<file path="src/rtl/ddr_deser_pkg.sv">
package ddr_deser_pkg;

  localparam int DEF_LANES = 8;
  localparam int DEF_RATIO = 4;

  // Strobes from the control side to the datapath, valid at one fwdClk edge.
  typedef struct packed {
    logic loadWord;   // this edge is a load edge (divClk falls)
    logic wordValid;  // history holds enough post-reset bits for any slip
  } ctlStrobes_t;

endpackage

</file>
<file path="src/rtl/ddr_deser_ctl.sv">
module ddr_deser_ctl
  import ddr_deser_pkg::*;
#(
  parameter int RATIO = DEF_RATIO
) (
  input  logic                      clk,
  input  logic                      rst,
  input  logic                      bitSlip,
  output ctlStrobes_t               strobes,
  output logic [$clog2(RATIO)-1:0]  slipSel,
  output logic                      divClk
);

  localparam int CYC       = RATIO / 2;             // fwdClk cycles per word
  localparam int PHASE_W   = (CYC > 1) ? $clog2(CYC) : 1;
  localparam int FILL_NEED = RATIO;                 // pairs covering widest window
  localparam int FILL_W    = $clog2(FILL_NEED + 1);
  localparam int SLIP_W    = $clog2(RATIO);

  logic [PHASE_W-1:0] phase, nextPhase;
  logic [FILL_W-1:0]  fill;
  logic               atLoad;

  always_comb begin
    atLoad    = (phase == PHASE_W'(CYC - 1));
    nextPhase = atLoad ? '0 : phase + PHASE_W'(1);
  end

  always_ff @(posedge clk) begin
    if (rst) begin
      phase   <= '0;
      fill    <= '0;
      slipSel <= '0;
      divClk  <= 1'b0;
    end else begin
      phase  <= nextPhase;
      divClk <= (nextPhase >= PHASE_W'(CYC / 2));
      if (fill != FILL_W'(FILL_NEED))
        fill <= fill + FILL_W'(1);
      if (bitSlip)
        slipSel <= slipSel + SLIP_W'(1);
    end
  end

  always_comb begin
    strobes.loadWord  = atLoad & ~rst;
    strobes.wordValid = (fill == FILL_W'(FILL_NEED));
  end

endmodule

</file>
<file path="src/rtl/ddr_deser_dp.sv">
module ddr_deser_dp
  import ddr_deser_pkg::*;
#(
  parameter int LANES = DEF_LANES,
  parameter int RATIO = DEF_RATIO
) (
  input  logic                      clk,
  input  logic                      rst,
  input  logic [LANES-1:0]          laneIn,
  input  ctlStrobes_t               strobes,
  input  logic [$clog2(RATIO)-1:0]  slipSel,
  output logic [LANES*RATIO-1:0]    wordOut,
  output logic                      wrEn
);

  localparam int HIST_LEN = 2 * RATIO - 1;  // word plus the largest slip
  localparam int WORD_W   = LANES * RATIO;

  logic [WORD_W-1:0] assembled;

  for (genvar l = 0; l < LANES; l++) begin : g_lane
    logic                riseQ, fallQ;
    logic [HIST_LEN-1:0] hist;  // bit 0 newest

    always_ff @(posedge clk) riseQ <= laneIn[l];
    always_ff @(negedge clk) fallQ <= laneIn[l];

    // The rising sample is the earlier bit of each pair.
    always_ff @(posedge clk) hist <= {hist[HIST_LEN-3:0], riseQ, fallQ};

    assign assembled[l*RATIO +: RATIO] = hist[slipSel +: RATIO];
  end

  always_ff @(posedge clk) begin
    if (rst) begin
      wordOut <= '0;
      wrEn    <= 1'b0;
    end else if (strobes.loadWord) begin
      wrEn <= strobes.wordValid;
      if (strobes.wordValid)
        wordOut <= assembled;
    end
  end

endmodule

</file>
<file path="src/rtl/ddr_group_deser.sv">
module ddr_group_deser
  import ddr_deser_pkg::*;
#(
  parameter int LANES = DEF_LANES,
  parameter int RATIO = DEF_RATIO
) (
  input  logic                   fwdClk,
  input  logic                   rst,
  input  logic [LANES-1:0]       laneIn,
  input  logic                   bitSlip,
  output logic                   divClk,
  output logic [LANES*RATIO-1:0] wordOut,
  output logic                   wrEn
);

  localparam int SLIP_W = $clog2(RATIO);

  ctlStrobes_t       strobes;
  logic [SLIP_W-1:0] slipSel;

  ddr_deser_ctl #(.RATIO(RATIO)) u_ctl (
    .clk     (fwdClk),
    .rst     (rst),
    .bitSlip (bitSlip),
    .strobes (strobes),
    .slipSel (slipSel),
    .divClk  (divClk)
  );

  ddr_deser_dp #(.LANES(LANES), .RATIO(RATIO)) u_dp (
    .clk     (fwdClk),
    .rst     (rst),
    .laneIn  (laneIn),
    .strobes (strobes),
    .slipSel (slipSel),
    .wordOut (wordOut),
    .wrEn    (wrEn)
  );

endmodule

</file>
<file path="config.mk">
export PLATFORM = sky130hd
export DESIGN_NAME = ddr_group_deser
export DESIGN_NICKNAME = d
export VERILOG_FILES = /design/src/rtl/ddr_deser_pkg.sv /design/src/rtl/ddr_deser_ctl.sv /design/src/rtl/ddr_deser_dp.sv /design/src/rtl/ddr_group_deser.sv
export SDC_FILE = /design/constraint.sdc
export NUM_CORES = 1
export LEC_CHECK = 0
export ABC_CLOCK_PERIOD_IN_PS = 2300
export BUFFER_PORTS_ARGS = -buffer_cell sky130_fd_sc_hd__buf_4
export CORE_MARGIN = 8
export CORE_UTILIZATION = 60
export CTS_BUF_LIST = sky130_fd_sc_hd__clkbuf_16
export DETAILED_ROUTE_END_ITERATION = 10
export PLACE_DENSITY = 0.82
export SYNTH_ARGS = -nofsm -noshare
export SYNTH_HDL_FRONTEND = slang
export SYNTH_SLANG_ARGS = --single-unit
</file>
<file path="constraint.sdc">
create_clock -name fwdClk -period 2.3 [get_ports fwdClk]
set_input_delay 0.46 -clock fwdClk [delete_from_list [all_inputs] [get_ports fwdClk]]
set_output_delay 0.46 -clock fwdClk [all_outputs]
set_load 0.005 [all_outputs]
</file>
Yosys cells after proc, flatten, opt, wreduce, memory -nomap -nowiden
Cells that the tools add are included.
{"block": "totals", "regBits": 112, "input_bits": 11, "out_inout_bits": 34}
{"block": "classes", "n_addsub": 3, "magnitude_cmp": 1, "n_eq_ne": 2, "shift": 8, "muxes": 1, "n_bitwise": 2, "n_reduce_logical": 1}
{"cell": "$shiftx 7x3->4", "n": 8}
{"cell": "$add 3x1->3 const B", "n": 1}
{"cell": "$eq 3x3->1 const B", "n": 1}
{"cell": "$ne 3x3->1 const B", "n": 1}
{"cell": "$add 2x1->2 const B", "n": 1}
{"cell": "$reduce_and 2->1", "n": 1}
{"cell": "$add 1x1->1 const B", "n": 1}
{"cell": "$and 1x1->1", "n": 1}
{"cell": "$ge 1x1->1 const B", "n": 1}
{"cell": "$mux 1", "n": 1}
{"cell": "$not 1->1", "n": 1}

Logic depth before layout (Yosys ltp)
{"block": "depth", "word_depth": 3, "ltp_mapped": 6, "depth_no_buf": 4}

Hierarchy
A second synthesis with hierarchy kept.
{"block": "unflattened", "cells_unflattened": 267, "area_unflattened_um2": 3438.3}
{"mod": "ddr_deser_dp", "n_inst": 1, "cells_per_inst": 240, "area_per_inst_um2": 3171.8}
{"mod": "ddr_deser_ctl", "n_inst": 1, "cells_per_inst": 27, "area_per_inst_um2": 266.5}

==> flow_summary_export.csv <==
group,metric,value,unit
min_path,worstHoldPathType,"in2reg",
placed_design,place_worst_setup_slack,0.2788,ns
final_layout,layout_cells_sized_above_1,34.57,%
critical_path,timing.critical_path.slowest_stage_cell,"sky130_fd_sc_hd__and4b_1",
clock_network,hold_buffers,0,
timing,layout_setup_ws,0.2890,ns
clock_network,tritoncts,"built",
clock_network,clkTransAtPathRegs,0.07,ns
synth,mappedNetlistNets,227,
synth,count_of_flip_flops_with_a_built_in_enable_after_synthesis,0,
final_layout,post_route_cell_area,4163,sq um
timing,max_clock_freq,0.4973,GHz
detailed_routing,detailedRoute.firstIterationViolations,64,
timing,report.final.hold_viol_count,0,
power,power.switching_fraction,22.39,%
global_routing,grt.total_usage,14.50,%
critical_path,rr_worst_depth,4,
final_layout,syn_to_final_growth,18.10,%
synth,synth-async-reset-ratio,0,%
critical_path,worst_path_largest_cell_delay,1.01,ns
clock_network,root_buffer,"sky130_fd_sc_hd__clkbuf_16",
timing,worst-slew-pin-transition,1.154,ns
power,intPower,2.926,mW
power,pwr-share-clk,38.0,%
power,vdd_ir_drop_max,0.0006087,V
global_routing,grt_max_degree,34,
global_routing,grt_pass1_vias,1902,
clock_network,cts_buffer_depth,2,
timing,worst_slew_margin_rel,23.02,%
power,combPwrFrac,7.0,%
synth,synth.ff_latch_count,111,
clock_network,numCtsBuffers,9,
placed_design,port_buffers,44,
critical_path,cp.buffers_inverters,1,
critical_path,timing.critical_path.max_delay_family,"simple AND/OR/NAND/NOR gates",
timing,fin_clk_skew,0.05882,ns
synth,count_of_warnings_emitted_by_yosys,0,
timing,report.final.slew_viol_count,0,
detailed_routing,routed_length_per_instance,16.47,microns
floorplanning,die_height,92.65,microns
min_path,hold_depth,1,
clock_network,cts-htree-levels,3,
final_layout,layout_nets,277,
critical_path,worst-setup-path-type,"reg2reg",
critical_path,cp.required,2.58,ns
placed_design,gp_congestion,0.7434,
placed_design,place_hpwl,3961,microns
floorplanning,io-pin-count,45,
synth,postSynth.topFlopCell,"sky130_fd_sc_hd__dfxtp_1",
critical_path,crit_path_start_kind,"flip-flop",
run_status,run_status,"finished clean",
synth,post_synth_num_cell_types,23,
detailed_routing,antenna_left,0,
floorplanning,design.die.area,8583,sq um
detailed_routing,route.vias.total,1894,
placed_design,place_area,3870,sq um
floorplanning,core-area,5816,sq um
detailed_routing,vias_per_std_cell,5.506,
critical_path,endpoint_kind,"flip-flop",
floorplanning,floorplan.initialDensity,60.61,%
detailed_routing,wl,5667,microns
clock_network,clk-insertion-delay-late,0.40,ns
power,report.power.total,3.771,mW
critical_path,chain_of_cells_forming_the_critical_path,"inv_1 > ha_1 > and4b_1 > a22o_1",
detailed_routing,detail_route.first_pass.iterations,4,
timing,finalSetupTns,0,ns
global_routing,grt.overflow.total,0,
critical_path,worst-path-max-fanout,33,
floorplanning,core.rowCount,28,
synth,mappedNetlistArea,3525,sq um
critical_path,critical_path_cell_count,4,
synth,synth_sequential_area_ratio,63.05,%
global_routing,number_of_antenna_violations_at_the_first_check_in_global_routing,0,
global_routing,wire_length_of_the_first_global_routing_pass,9563,microns
critical_path,critical_path_arrival,2.29,ns
timing,grt_setup_unrepaired,"no",
power,power.switching,0.8444,mW
clock_network,tritoncts_num_sinks,111,
power,power_density,905.9,nW/um^2
power,static-leakage-power,1.737,nW
floorplanning,floorplan.die.width,92.65,microns
timing,setup_viol,0,
final_layout,num_antenna_cells,0,
detailed_routing,detail_route.drc_violations,0,
timing,finalCritPeriodShare,87.43,%
clock_network,cts_setup_buffers,0,
flow_run,max-cap-violations,0,
clock_network,ctsResizeCount,0,
timing,period_minus_slack,2.011,ns
synth,syn-instance-count,214,
synth,avgSynthCellArea,16.47,sq um
power,p_seq_share,55.0,%
worst register-to-register path, stage by stage, from the launching register on:
cell,delay (ns)
sky130_fd_sc_hd__dfxtp_1,0.34
sky130_fd_sc_hd__inv_1,0.06
sky130_fd_sc_hd__ha_1,0.27
sky130_fd_sc_hd__and4b_1,1.01
sky130_fd_sc_hd__a22o_1,0.27
worst paths after layout:
check / from / endpoint / slack, ns
max: u_ctl.fill[0]$_SDFFE_PP0P_ / u_dp.wordOut[17]$_SDFFE_PP0P_ / 0.29
min: laneIn[1] / u_dp.g_lane[1].riseQ$_DFF_P_ / 0.22
max reg2reg: u_ctl.fill[0]$_SDFFE_PP0P_ / u_dp.wordOut[17]$_SDFFE_PP0P_ / 0.29
min reg2reg: u_dp.g_lane[0].riseQ$_DFF_P_ / u_dp.g_lane[0].hist[1]$_DFF_P_ / 0.33
sequential cells by signal, summed over array words and instances (netlist names):
| signal | count |
|---|---|
| u_ctl.fill | 3 |
| u_dp.g_lane.fallQ | 8 |
| u_ctl.slipSel | 2 |
| u_dp.wrEn | 1 |
| u_ctl.atLoad | 1 |
| u_dp.g_lane.riseQ | 8 |
| u_dp.wordOut | 32 |
| u_dp.g_lane.hist | 56 |
layout make-up:
type,count,area [sq um]
Timing Repair Buffer,48,372.9
Fill cell,391,1653
Sequential cell,111,2223
Tap cell,75,93.84
Clock inverter,15,71.32
Multi-Input combinational cell,84,1169
Clock buffer,9,225.2
Inverter,2,7.507
cells in the mapped netlist, types with 2 or more instances:
cell | number | area, sq um
sky130_fd_sc_hd__mux4_2 | 27 | 608.1
sky130_fd_sc_hd__a21o_1 | 2 | 15.01
sky130_fd_sc_hd__buf_6 | 3 | 33.78
sky130_fd_sc_hd__a21bo_2 | 2 | 20.02
sky130_fd_sc_hd__nor2_1 | 3 | 11.26
sky130_fd_sc_hd__nand3_1 | 2 | 10.01
sky130_fd_sc_hd__buf_4 | 2 | 15.01
sky130_fd_sc_hd__buf_2 | 8 | 40.04
sky130_fd_sc_hd__a22o_1 | 32 | 280.3
sky130_fd_sc_hd__ha_1 | 2 | 25.02
sky130_fd_sc_hd__a21oi_1 | 3 | 15.01
sky130_fd_sc_hd__dfxtp_1 | 111 | 2222
sky130_fd_sc_hd__mux4_1 | 5 | 131.4
sky130_fd_sc_hd__inv_1 | 3 | 11.26
through the flow:
| stage | utilization, % | cells | hold WS [ns] |
|---|---|---|---|
| global route | 71.58 | 344 | 0.2087 |
| global placement | 66.54 | 321 | 0.3101 |
| floorplan | - | 214 | 0.3096 |
| finish | 71.58 | 344 | 0.2223 |
| CTS | 71.58 | 344 | 0.2115 |
| detailed placement | 66.54 | 321 | 0.3121 |
layer usage:
layer / global-route usage (%) / up-vias / routed length, microns
li1: - / 923 / -
met1: 15.21 / 919 / 2307
met2: 23.60 / 40 / 2831
met3: 5.987 / 12 / 382
met4: 9.530 / 0 / 145
met5: 0 / - / 0
cells in the final DEF, fill, tap and decap left out:
cell type                     n
sky130_fd_sc_hd__a21o_1       2
sky130_fd_sc_hd__clkinv_1     1
sky130_fd_sc_hd__nand3_1      2
sky130_fd_sc_hd__and3b_1      1
sky130_fd_sc_hd__clkbuf_16    9
sky130_fd_sc_hd__inv_1       11
sky130_fd_sc_hd__inv_2        1
sky130_fd_sc_hd__buf_12       1
sky130_fd_sc_hd__mux4_2      27
sky130_fd_sc_hd__a21bo_2      2
sky130_fd_sc_hd__a31oi_2      1
sky130_fd_sc_hd__dfxtp_1    110
sky130_fd_sc_hd__ha_1         2
sky130_fd_sc_hd__nand3b_1     1
sky130_fd_sc_hd__buf_4       47
sky130_fd_sc_hd__clkinv_4     2
sky130_fd_sc_hd__xnor2_1      1
sky130_fd_sc_hd__dfxtp_2      1
sky130_fd_sc_hd__and4b_1      1
sky130_fd_sc_hd__mux4_1       5
sky130_fd_sc_hd__a22o_1      32
sky130_fd_sc_hd__inv_4        2
sky130_fd_sc_hd__nor3_1       1
sky130_fd_sc_hd__nor2_1       3
sky130_fd_sc_hd__a21oi_1      3
power by group through the flow:
stage               Combinational [mW]  Clock (mW)  Sequential [mW]
finish                           0.263        1.43             2.07
detailed placement               0.266      0.0241             2.12
global route                     0.286        1.56             2.09
global placement                 0.258      0.0241             2.11
CTS                              0.267        1.47             2.07
floorplan                        0.240      0.0241             2.08
kinds of logic (layout without fill, tap and decap cells):
group	Yosys count	after routing	synth area share, %
flops	111	111	63.05
compound gates	40	40	9.549
mux	32	32	20.98
buf+inv	19	74	3.975
simple gates	9	9	1.491
fa+ha+maj	2	2	0.7099
xor+xnor	1	1	0.2485
Power figures use the tool's default switching activity.
